`src/rtl/adc_seq_pkg.sv`:
```
package adc_seq_pkg;
  typedef enum logic [1:0] {
    ST_IDLE = 2'd0,
    ST_REQ  = 2'd1,
    ST_WAIT = 2'd2
  } seq_st_t;
endpackage

```
`src/rtl/seq_ctrl.sv`:
```
module seq_ctrl import adc_seq_pkg::*; #(
  parameter int NCH    = 8,
  parameter int LENW   = 4,
  parameter int MAXLEN = 8,
  localparam int CHW   = $clog2(NCH),
  localparam int CW    = $clog2(MAXLEN + 1)
) (
  input  logic           clk,
  input  logic           rst_n,
  input  logic           start,
  input  logic [CHW-1:0] start_chan,
  input  logic [LENW-1:0] seq_len,
  input  logic           multi_en,
  input  logic           req_ready,
  input  logic           smp_valid,
  output logic           req_valid,
  output logic [CHW-1:0] req_chan,
  output logic           smp_ready,
  output logic           store,
  output logic           seq_done
);
  seq_st_t        st_q;
  logic [CHW-1:0] chan_q;
  logic [CW-1:0]  left_q;
  logic [CW-1:0]  len_eff;
  logic           multi_q;
  logic           done_q;

  // zero and oversize codes mean a full ring of conversions
  always_comb begin
    if (seq_len == '0 || int'(seq_len) > MAXLEN) len_eff = CW'(MAXLEN);
    else                                          len_eff = CW'(seq_len);
  end

  function automatic logic [CHW-1:0] next_chan(input logic [CHW-1:0] c);
    return (int'(c) == NCH - 1) ? '0 : c + 1'b1;
  endfunction

  always_ff @(posedge clk) begin
    if (!rst_n) begin
      st_q    <= ST_IDLE;
      chan_q  <= '0;
      left_q  <= '0;
      multi_q <= 1'b0;
      done_q  <= 1'b0;
    end else if (start) begin
      st_q    <= ST_REQ;
      chan_q  <= start_chan;
      left_q  <= len_eff;
      multi_q <= multi_en;
      done_q  <= 1'b0;
    end else begin
      case (st_q)
        ST_REQ: if (req_ready) st_q <= ST_WAIT;
        ST_WAIT: if (smp_valid) begin
          if (left_q == CW'(1)) begin
            st_q   <= ST_IDLE;
            done_q <= 1'b1;
          end else begin
            st_q   <= ST_REQ;
            left_q <= left_q - 1'b1;
            if (multi_q) chan_q <= next_chan(chan_q);
          end
        end
        default: st_q <= ST_IDLE;
      endcase
    end
  end

  assign req_valid = (st_q == ST_REQ);
  assign req_chan  = chan_q;
  assign smp_ready = (st_q == ST_WAIT);
  assign store     = smp_ready && smp_valid && !start;
  assign seq_done  = done_q;
endmodule

```
`src/rtl/ring_cnt.sv`:
```
module ring_cnt #(
  parameter int NREG = 8,
  localparam int RW  = $clog2(NREG)
) (
  input  logic          clk,
  input  logic          rst_n,
  input  logic          start,
  input  logic          fifo_en,
  input  logic          step,
  output logic [RW-1:0] cnt
);
  logic [RW-1:0] cnt_q;

  always_ff @(posedge clk) begin
    if (!rst_n)                 cnt_q <= '0;
    else if (start && !fifo_en) cnt_q <= '0;
    else if (step)              cnt_q <= (int'(cnt_q) == NREG - 1) ? '0 : cnt_q + 1'b1;
  end

  assign cnt = cnt_q;
endmodule

```
`src/rtl/result_ring.sv`:
```
module result_ring #(
  parameter int NREG = 8,
  parameter int DW   = 16,
  localparam int RW  = $clog2(NREG)
) (
  input  logic          clk,
  input  logic          rst_n,
  input  logic          we,
  input  logic [RW-1:0] waddr,
  input  logic [DW-1:0] wdata,
  input  logic [RW-1:0] raddr,
  output logic [DW-1:0] rdata
);
  logic [DW-1:0] regs [NREG];

  for (genvar i = 0; i < NREG; i++) begin : g_reg
    always_ff @(posedge clk) begin
      if (!rst_n)                             regs[i] <= '0;
      else if (we && waddr == RW'(i))         regs[i] <= wdata;
    end
  end

  assign rdata = regs[raddr];
endmodule

```
`src/rtl/adc_seq_ring.sv`:
```
module adc_seq_ring #(
  parameter int NCH   = 8,
  parameter int NREG  = 8,
  parameter int DW    = 16,
  parameter int LENW  = 4,
  localparam int CHW  = $clog2(NCH),
  localparam int RW   = $clog2(NREG)
) (
  input  logic            clk,
  input  logic            rst_n,
  input  logic            start,
  input  logic [CHW-1:0]  start_chan,
  input  logic [LENW-1:0] seq_len,
  input  logic            multi_en,
  input  logic            fifo_en,
  output logic            req_valid,
  input  logic            req_ready,
  output logic [CHW-1:0]  req_chan,
  input  logic            smp_valid,
  output logic            smp_ready,
  input  logic [DW-1:0]   smp_data,
  input  logic [RW-1:0]   rd_idx,
  output logic [DW-1:0]   rd_data,
  output logic [RW-1:0]   cnt,
  output logic            seq_done
);
  logic store;

  seq_ctrl #(.NCH(NCH), .LENW(LENW), .MAXLEN(NREG)) u_ctrl (
    .clk(clk), .rst_n(rst_n), .start(start), .start_chan(start_chan),
    .seq_len(seq_len), .multi_en(multi_en), .req_ready(req_ready),
    .smp_valid(smp_valid), .req_valid(req_valid), .req_chan(req_chan),
    .smp_ready(smp_ready), .store(store), .seq_done(seq_done)
  );

  ring_cnt #(.NREG(NREG)) u_cnt (
    .clk(clk), .rst_n(rst_n), .start(start), .fifo_en(fifo_en),
    .step(store), .cnt(cnt)
  );

  result_ring #(.NREG(NREG), .DW(DW)) u_ring (
    .clk(clk), .rst_n(rst_n), .we(store), .waddr(cnt), .wdata(smp_data),
    .raddr(rd_idx), .rdata(rd_data)
  );
endmodule

```
`config.mk`:
```
export PLATFORM = sky130hd
export DESIGN_NAME = adc_seq_ring
export DESIGN_NICKNAME = d
export VERILOG_FILES = /design/src/rtl/adc_seq_pkg.sv /design/src/rtl/seq_ctrl.sv /design/src/rtl/ring_cnt.sv /design/src/rtl/result_ring.sv /design/src/rtl/adc_seq_ring.sv
export SDC_FILE = /design/constraint.sdc
export NUM_CORES = 1
export LEC_CHECK = 0
export BUFFER_PORTS_ARGS = -buffer_cell sky130_fd_sc_hd__buf_2
export CORE_MARGIN = 2
export CORE_UTILIZATION = 36
export DETAILED_ROUTE_END_ITERATION = 10
export GPL_ROUTABILITY_DRIVEN = 1
export PLACE_DENSITY = 0.51
export SLEW_MARGIN = 20
export SYNTH_ARGS = -nofsm -noshare
export SYNTH_HDL_FRONTEND = slang
export SYNTH_HIERARCHICAL = 1
export SYNTH_SLANG_ARGS = --single-unit
```
`constraint.sdc`:
```
create_clock -name clk -period 5.35 [get_ports clk]
set_input_delay 0.2675 -clock clk [delete_from_list [all_inputs] [get_ports clk]]
set_output_delay 0.2675 -clock clk [all_outputs]
set_load 0.005 [all_outputs]
```
==> impl_metrics.yaml, run 1 <==
drt:
  route.met3.wl_um: 608
  met2WireLength_mm: 7.83
  wire_per_inst_um: 21.1
  dr_total_vias: 4233
  drc: 3
  viasPerCell: 5.61
  maxUsedRoutingLayer: "met5"
  dr.pass1.iters: 8
  wl_mm: 15.9
  dr.first_iter.drc_count: 268
  antenna_left: 0
  met1Wirelength_mm: 7.26
logic_synthesis:
  syn_inst: 472
  synth_top_family_by_area: "multiplexers"
  synth_compound_area_frac: 0.0325
  synth_top_area_frac: 0.577
  yosysUniqueCellTypes: 45
  synthAdderAreaFrac: 0.0169
  synth_edf_count: 128
  synthFlopType: "edfxtp_1"
  synth.ff_latch_count: 142
  syn_area_um2: 6660
  synth_mux_area_frac: 0.154
  synth_top_cell_by_area: "edfxtp_1"
  synth.avg_cell_area_um2: 14.1
  ys_seq_area_frac: 0.619
  synthSimpleGateAreaFrac: 0.136
  synth_area_leaders: "edfxtp_1 (58%), mux4_1 (11%), nor3_1 (9.8%)"
  synth_nets: 514
  synth-xor-area-share: 0
  yosys_warnings: 6
  synthArstFlopShare: 0
status:
  violations: "DRC"
  outcome: "complete, but fails checks"
pwr:
  total_leakage_power_nw: 2.72
  combPwrFrac: 0.065
  switchingPower_w: 0.000581
  vdd_drop_max_v: 0.000259
  switching_share: 0.222
  p_per_area_nw_per_um2: 339
  p_seq_frac: 0.478
  clkPwrFrac: 0.456
  intPower_w: 0.00204
place:
  hpwl_mm: 9.28
  place_ws_ps: 2400
  gp_routability_congestion: 0.772
  port-buffer-count: 57
sta:
  fin_skew_ps: 6.48
  hold_viol: 0
  finalSetupViolCount: 0
  fin_crit_sh: 0.546
  tns_ps: 0
  tightest_slew_ps: 1100
  rsz0062_at_grt: "no"
  drv_slew: 0
  max_clock_freq_mhz: 343
  slew_headroom: 0.263
  period_minus_slack_ps: 2920
  finalWorstSetupSlack_ps: 2430
global_routing:
  grt_pass1_wl_mm: 25.0
  antenna_found_initial: 1
  grtUsageTotal: 0.169
  grt_max_degree: 65
  grt_overflow_total: 0
  grt_pass1_vias: 4349
final_layout:
  num_antenna_cells: 0
  drive_gt1_frac: 0.241
  fin_nets: 555
  syn2layout_area_growth_pct: 16.2
clock_network:
  htree_levels: 4
  root_buffer: "clkbuf_16"
  cts_made_buffers: 17
  postCtsResizedCells: 0
  cts_tree: "built"
  clock_sinks: 142
  postCtsHoldBufs: 0
  clk_pin_slew_ps: 60
  cts_buffer_depth: 2
  postCtsSetupBuffers: 0
  insertion_delay_ps: 420
worst_setup_path:
  cp.arrival_ps: 2960
  startpoint_type: "flip-flop"
  critPathKind: "reg2reg"
  crit_required_ps: 5390
  crit_fanout: 16
  end_kind: "flip-flop"
  critPathLaunch: "u_ctrl/st_q[0]$_SDFFE_PN0P_"
  r2r-start: "u_ctrl/st_q[0]$_SDFFE_PN0P_"
die:
  fp.dieH_um: 140
  coreArea_um2: 18100
  fp.dieW_um: 140
  dieArea_um2: 19600
  rows: 49
  io-pin-count: 58
  initial_utilization: 0.368
min_path:
  min_path_type: "in2reg"
  hold_start: "seq_len[1]"
run:
  maxCapViolCount: 0
## through the flow
stage	hold WS, ps	power [W]	util	cell area (um^2)	std cells
detailed placement	457	0.00145	0.394	7130	723
global route	114	0.00271	0.428	7740	755
CTS	96.3	0.00265	0.427	7730	755
finish	107	0.00262	0.428	7740	755
global placement	456	0.00145	0.394	7130	723
floorplan	416	0.00138	-	6660	472
## routing by layer
| layer | vias up | global-route usage |
|---|---|---|
| met4 | 2 | 0.0452 |
| met2 | 107 | 0.281 |
| met3 | 18 | 0.0414 |
| met5 | - | 0 |
| met1 | 2159 | 0.224 |
| li1 | 1947 | - |
## cell families after synthesis
group                      count (synthesis)
and+or+nand+nor                          174
muxes                                     50
DFF                                      142
AOI/OAI and AO/OA                         32
buffers and inverters                     65
adders and majority gates                  9
## sequential cells by signal (all words and copies together), names as in the netlist
register	cells
u_ctrl/left_q	4
u_ctrl/st_q	2
u_ctrl/req_chan	3
u_cnt/cnt	3
u_ctrl/multi_q	1
u_ring/regs	128
u_ctrl/seq_done	1
## synth_stat cells (5+ instances only)
master,count
nor3_1,130
edfxtp_1,128
clkbuf_1,31
mux4_1,28
clkinv_1,16
mux2_2,16
dfxtp_1,14
o21ai_0,11
ha_1,9
nor2_1,8
inv_1,7
nand2b_1,7
nand3_1,7
a21oi_1,5
buf_1,5
## worst paths after layout
path | to | slack (ps) | cells past startpoint
max | u_ring/regs[6][9]$_SDFFCE_PN0P_ | 2430 | 6
max reg2reg | u_ring/regs[6][9]$_SDFFCE_PN0P_ | 2430 | 6
min | u_ctrl/left_q[1]$_SDFFE_PN0P_ | 110 | 3
min reg2reg | u_ctrl/seq_done$_SDFFE_PP0P_ | 480 | 2
## power groups by stage
stage | combinational (W) | clock, W | sequential (W)
global route | 0.000186 | 0.00126 | 0.00126
global placement | 0.000172 | 0 | 0.00128
floorplan | 0.000106 | 0 | 0.00127
CTS | 0.000173 | 0.00122 | 0.00126
detailed placement | 0.000172 | 0 | 0.00128
finish | 0.000171 | 0.00120 | 0.00126
## worst max-delay path: stages, from the launching register on
cell and delay [ps]:
dfxtp_1 330, inv_1 80, ha_1 250, nand2_1 140, nor2_1 500, nand2_1 340, o21ai_2 890
## cell usage in the layout, fill, tap and decap left out, types with 2 or more instances in the layout
master	instances
o21ai_0	3
nand4_1	2
clkinvlp_4	5
inv_1	7
buf_2	57
dfxtp_1	14
inv_6	2
a21oi_1	5
mux2_2	16
nor4_1	3
clkbuf_16	17
nor2_1	8
ha_1	9
nand3b_1	2
nor3_1	130
mux4_2	4
a211oi_1	4
mux4_1	28
nand2b_1	7
edfxtp_1	128
mux2i_1	2
clkinv_1	19
buf_4	7
nand2_1	4
nand3_1	6
o21ai_4	2
o21ai_2	6
nor2b_1	3
bufinv_16	3
or3b_1	2
## area by class of cell
type | count | area [um^2]
clock inverters | 15 | 170
repair buffers | 64 | 338
inverters | 23 | 86.3
well taps | 229 | 287
multi-input cells | 265 | 2310
flip-flops and latches | 142 | 4120
fillers | 1667 | 10300
clock buffers | 17 | 425
No activity file was read; power rests on OpenSTA's default activity.
==> inputs of run 2 (changes only) <==
clock period = 2.7 ns   (was 5.35 ns; I/O delays follow)
==> impl_metrics.yaml, run 2 (same netlist as run 1, synthesis figures left out) <==
final_layout:
  fin_cells: 769
  largest_reg_flops: 128
  largestRegisters: "u_ring/regs x128, u_ctrl/left_q x4"
  fin_nets: 572
  syn2layout_area_growth_pct: 17.8
  num_antenna_cells: 0
  top_register: "u_ring/regs"
  drive_gt1_frac: 0.254
  layout_commonest_cell: "nor3_1"
  final_core_util: 0.434
  final_cell_mix: "nor3_1 (130), edfxtp_1 (128), buf_2 (57)"
die:
  fp.dieW_um: 140
  dieArea_um2: 19600
  fp.dieH_um: 140
  coreArea_um2: 18100
  io-pin-count: 58
  initial_utilization: 0.368
  rows: 49
pwr:
  p_per_area_nw_per_um2: 637
  vdd_drop_max_v: 0.000468
  totalPowerFinal_w: 0.00500
  total_leakage_power_nw: 2.81
sta:
  tightest_slew_ps: 830
  rsz0062_at_grt: "no"
  drv_slew: 0
  fin_crit_sh: 0.835
  max_clock_freq_mhz: 443
  hold_viol: 0
  period_minus_slack_ps: 2260
  slew_headroom: 0.447
  tns_ps: 0
  finalSetupViolCount: 0
  fin_skew_ps: 4.40
clock_network:
  postCtsSetupBuffers: 0
  cts_buffer_depth: 2
  clock_sinks: 142
  postCtsResizedCells: 0
  cts_made_buffers: 17
  htree_levels: 4
  insertion_delay_ps: 410
  cts_tree: "built"
  root_buffer: "clkbuf_16"
  clk_pin_slew_ps: 60
worst_setup_path:
  end_kind: "flip-flop"
  crit_required_ps: 2820
  startpoint_type: "flip-flop"
  critPathKind: "reg2reg"
  cp.arrival_ps: 2380
  crit_fanout: 9
min_path:
  min_path_type: "in2reg"
drt:
  drc: 3
  wire_per_inst_um: 21.1
  wl_mm: 16.2
  viasPerCell: 5.59
  dr_total_vias: 4298
  antenna_left: 0
  dr.first_iter.drc_count: 270
  dr.pass1.iters: 7
place:
  hpwl_mm: 9.65
  dp.cells: 738
  gp_routability_congestion: 0.771
  port-buffer-count: 57
global_routing:
  grt_max_degree: 65
  grtUsageTotal: 0.173
  grt_pass1_vias: 4406
  grt_pass1_wl_mm: 25.4
  antenna_found_initial: 0
  grt_overflow_total: 0
run:
  maxCapViolCount: 0
status:
  outcome: "complete, but fails checks"
  violations: "DRC"
run 2: layer usage:
metal | global-route usage | part of all wire
met1 | 0.233 | 0.45
met2 | 0.284 | 0.48
met3 | 0.0410 | 0.053
met4 | 0.0431 | 0.010
met5 | 0 | 0
run 2: stage by stage:
step	hold WS (ps)	instance area [um^2]	setup slack [ps]
after floorplan	283	6660	-114
after global placement	394	7290	525
after detailed placement	410	7290	448
after CTS	18.5	7850	439
after global routing	43.6	7850	288
final	32.3	7850	444
run 2: worst paths after layout:
check | endpoint | cells past startpoint | from | slack [ps]
hold reg to reg | u_ctrl/seq_done$_SDFFE_PP0P_ | 2 | u_ctrl/seq_done$_SDFFE_PP0P_ | 490
setup reg to reg | u_ring/regs[0][12]$_SDFFCE_PN0P_ | 8 | u_ctrl/st_q[0]$_SDFFE_PN0P_ | 440
setup / recovery | u_ring/regs[0][12]$_SDFFCE_PN0P_ | 8 | u_ctrl/st_q[0]$_SDFFE_PN0P_ | 440
hold / removal | u_cnt/cnt[0]$_SDFFE_PP0P_ | 3 | fifo_en | 30
run 2: critical path: stages, from the launching register on:
cell	delay (ps)
dfxtp_1	320
inv_1	80
ha_1	260
nand2_1	150
nor2_1	120
buf_4	170
nand2b_1	160
o21ai_2	450
buf_4	260
run 2: area by class of cell:
| cell class | instances | area (um^2) |
|---|---|---|
| Tap cell | 229 | 287 |
| Inverter | 23 | 86.3 |
| Clock inverter | 9 | 97.6 |
| Fill cell | 1646 | 10200 |
| Timing Repair Buffer | 81 | 520 |
| Sequential cell | 142 | 4120 |
| Multi-Input combinational cell | 265 | 2300 |
| Clock buffer | 20 | 437 |
run 2: repair_timing:
action	CTS	global route
hold buffers	2	0
endpoints found under the setup margin	0	0
hold endpoints to repair	2	0
run 2: where the power goes:
group          internal (W)  total, W  switching [W]
clock network       0.00133   0.00215       0.000825
registers           0.00246   0.00249      0.0000253
logic              0.000155  0.000356       0.000201
total               0.00395   0.00500        0.00105
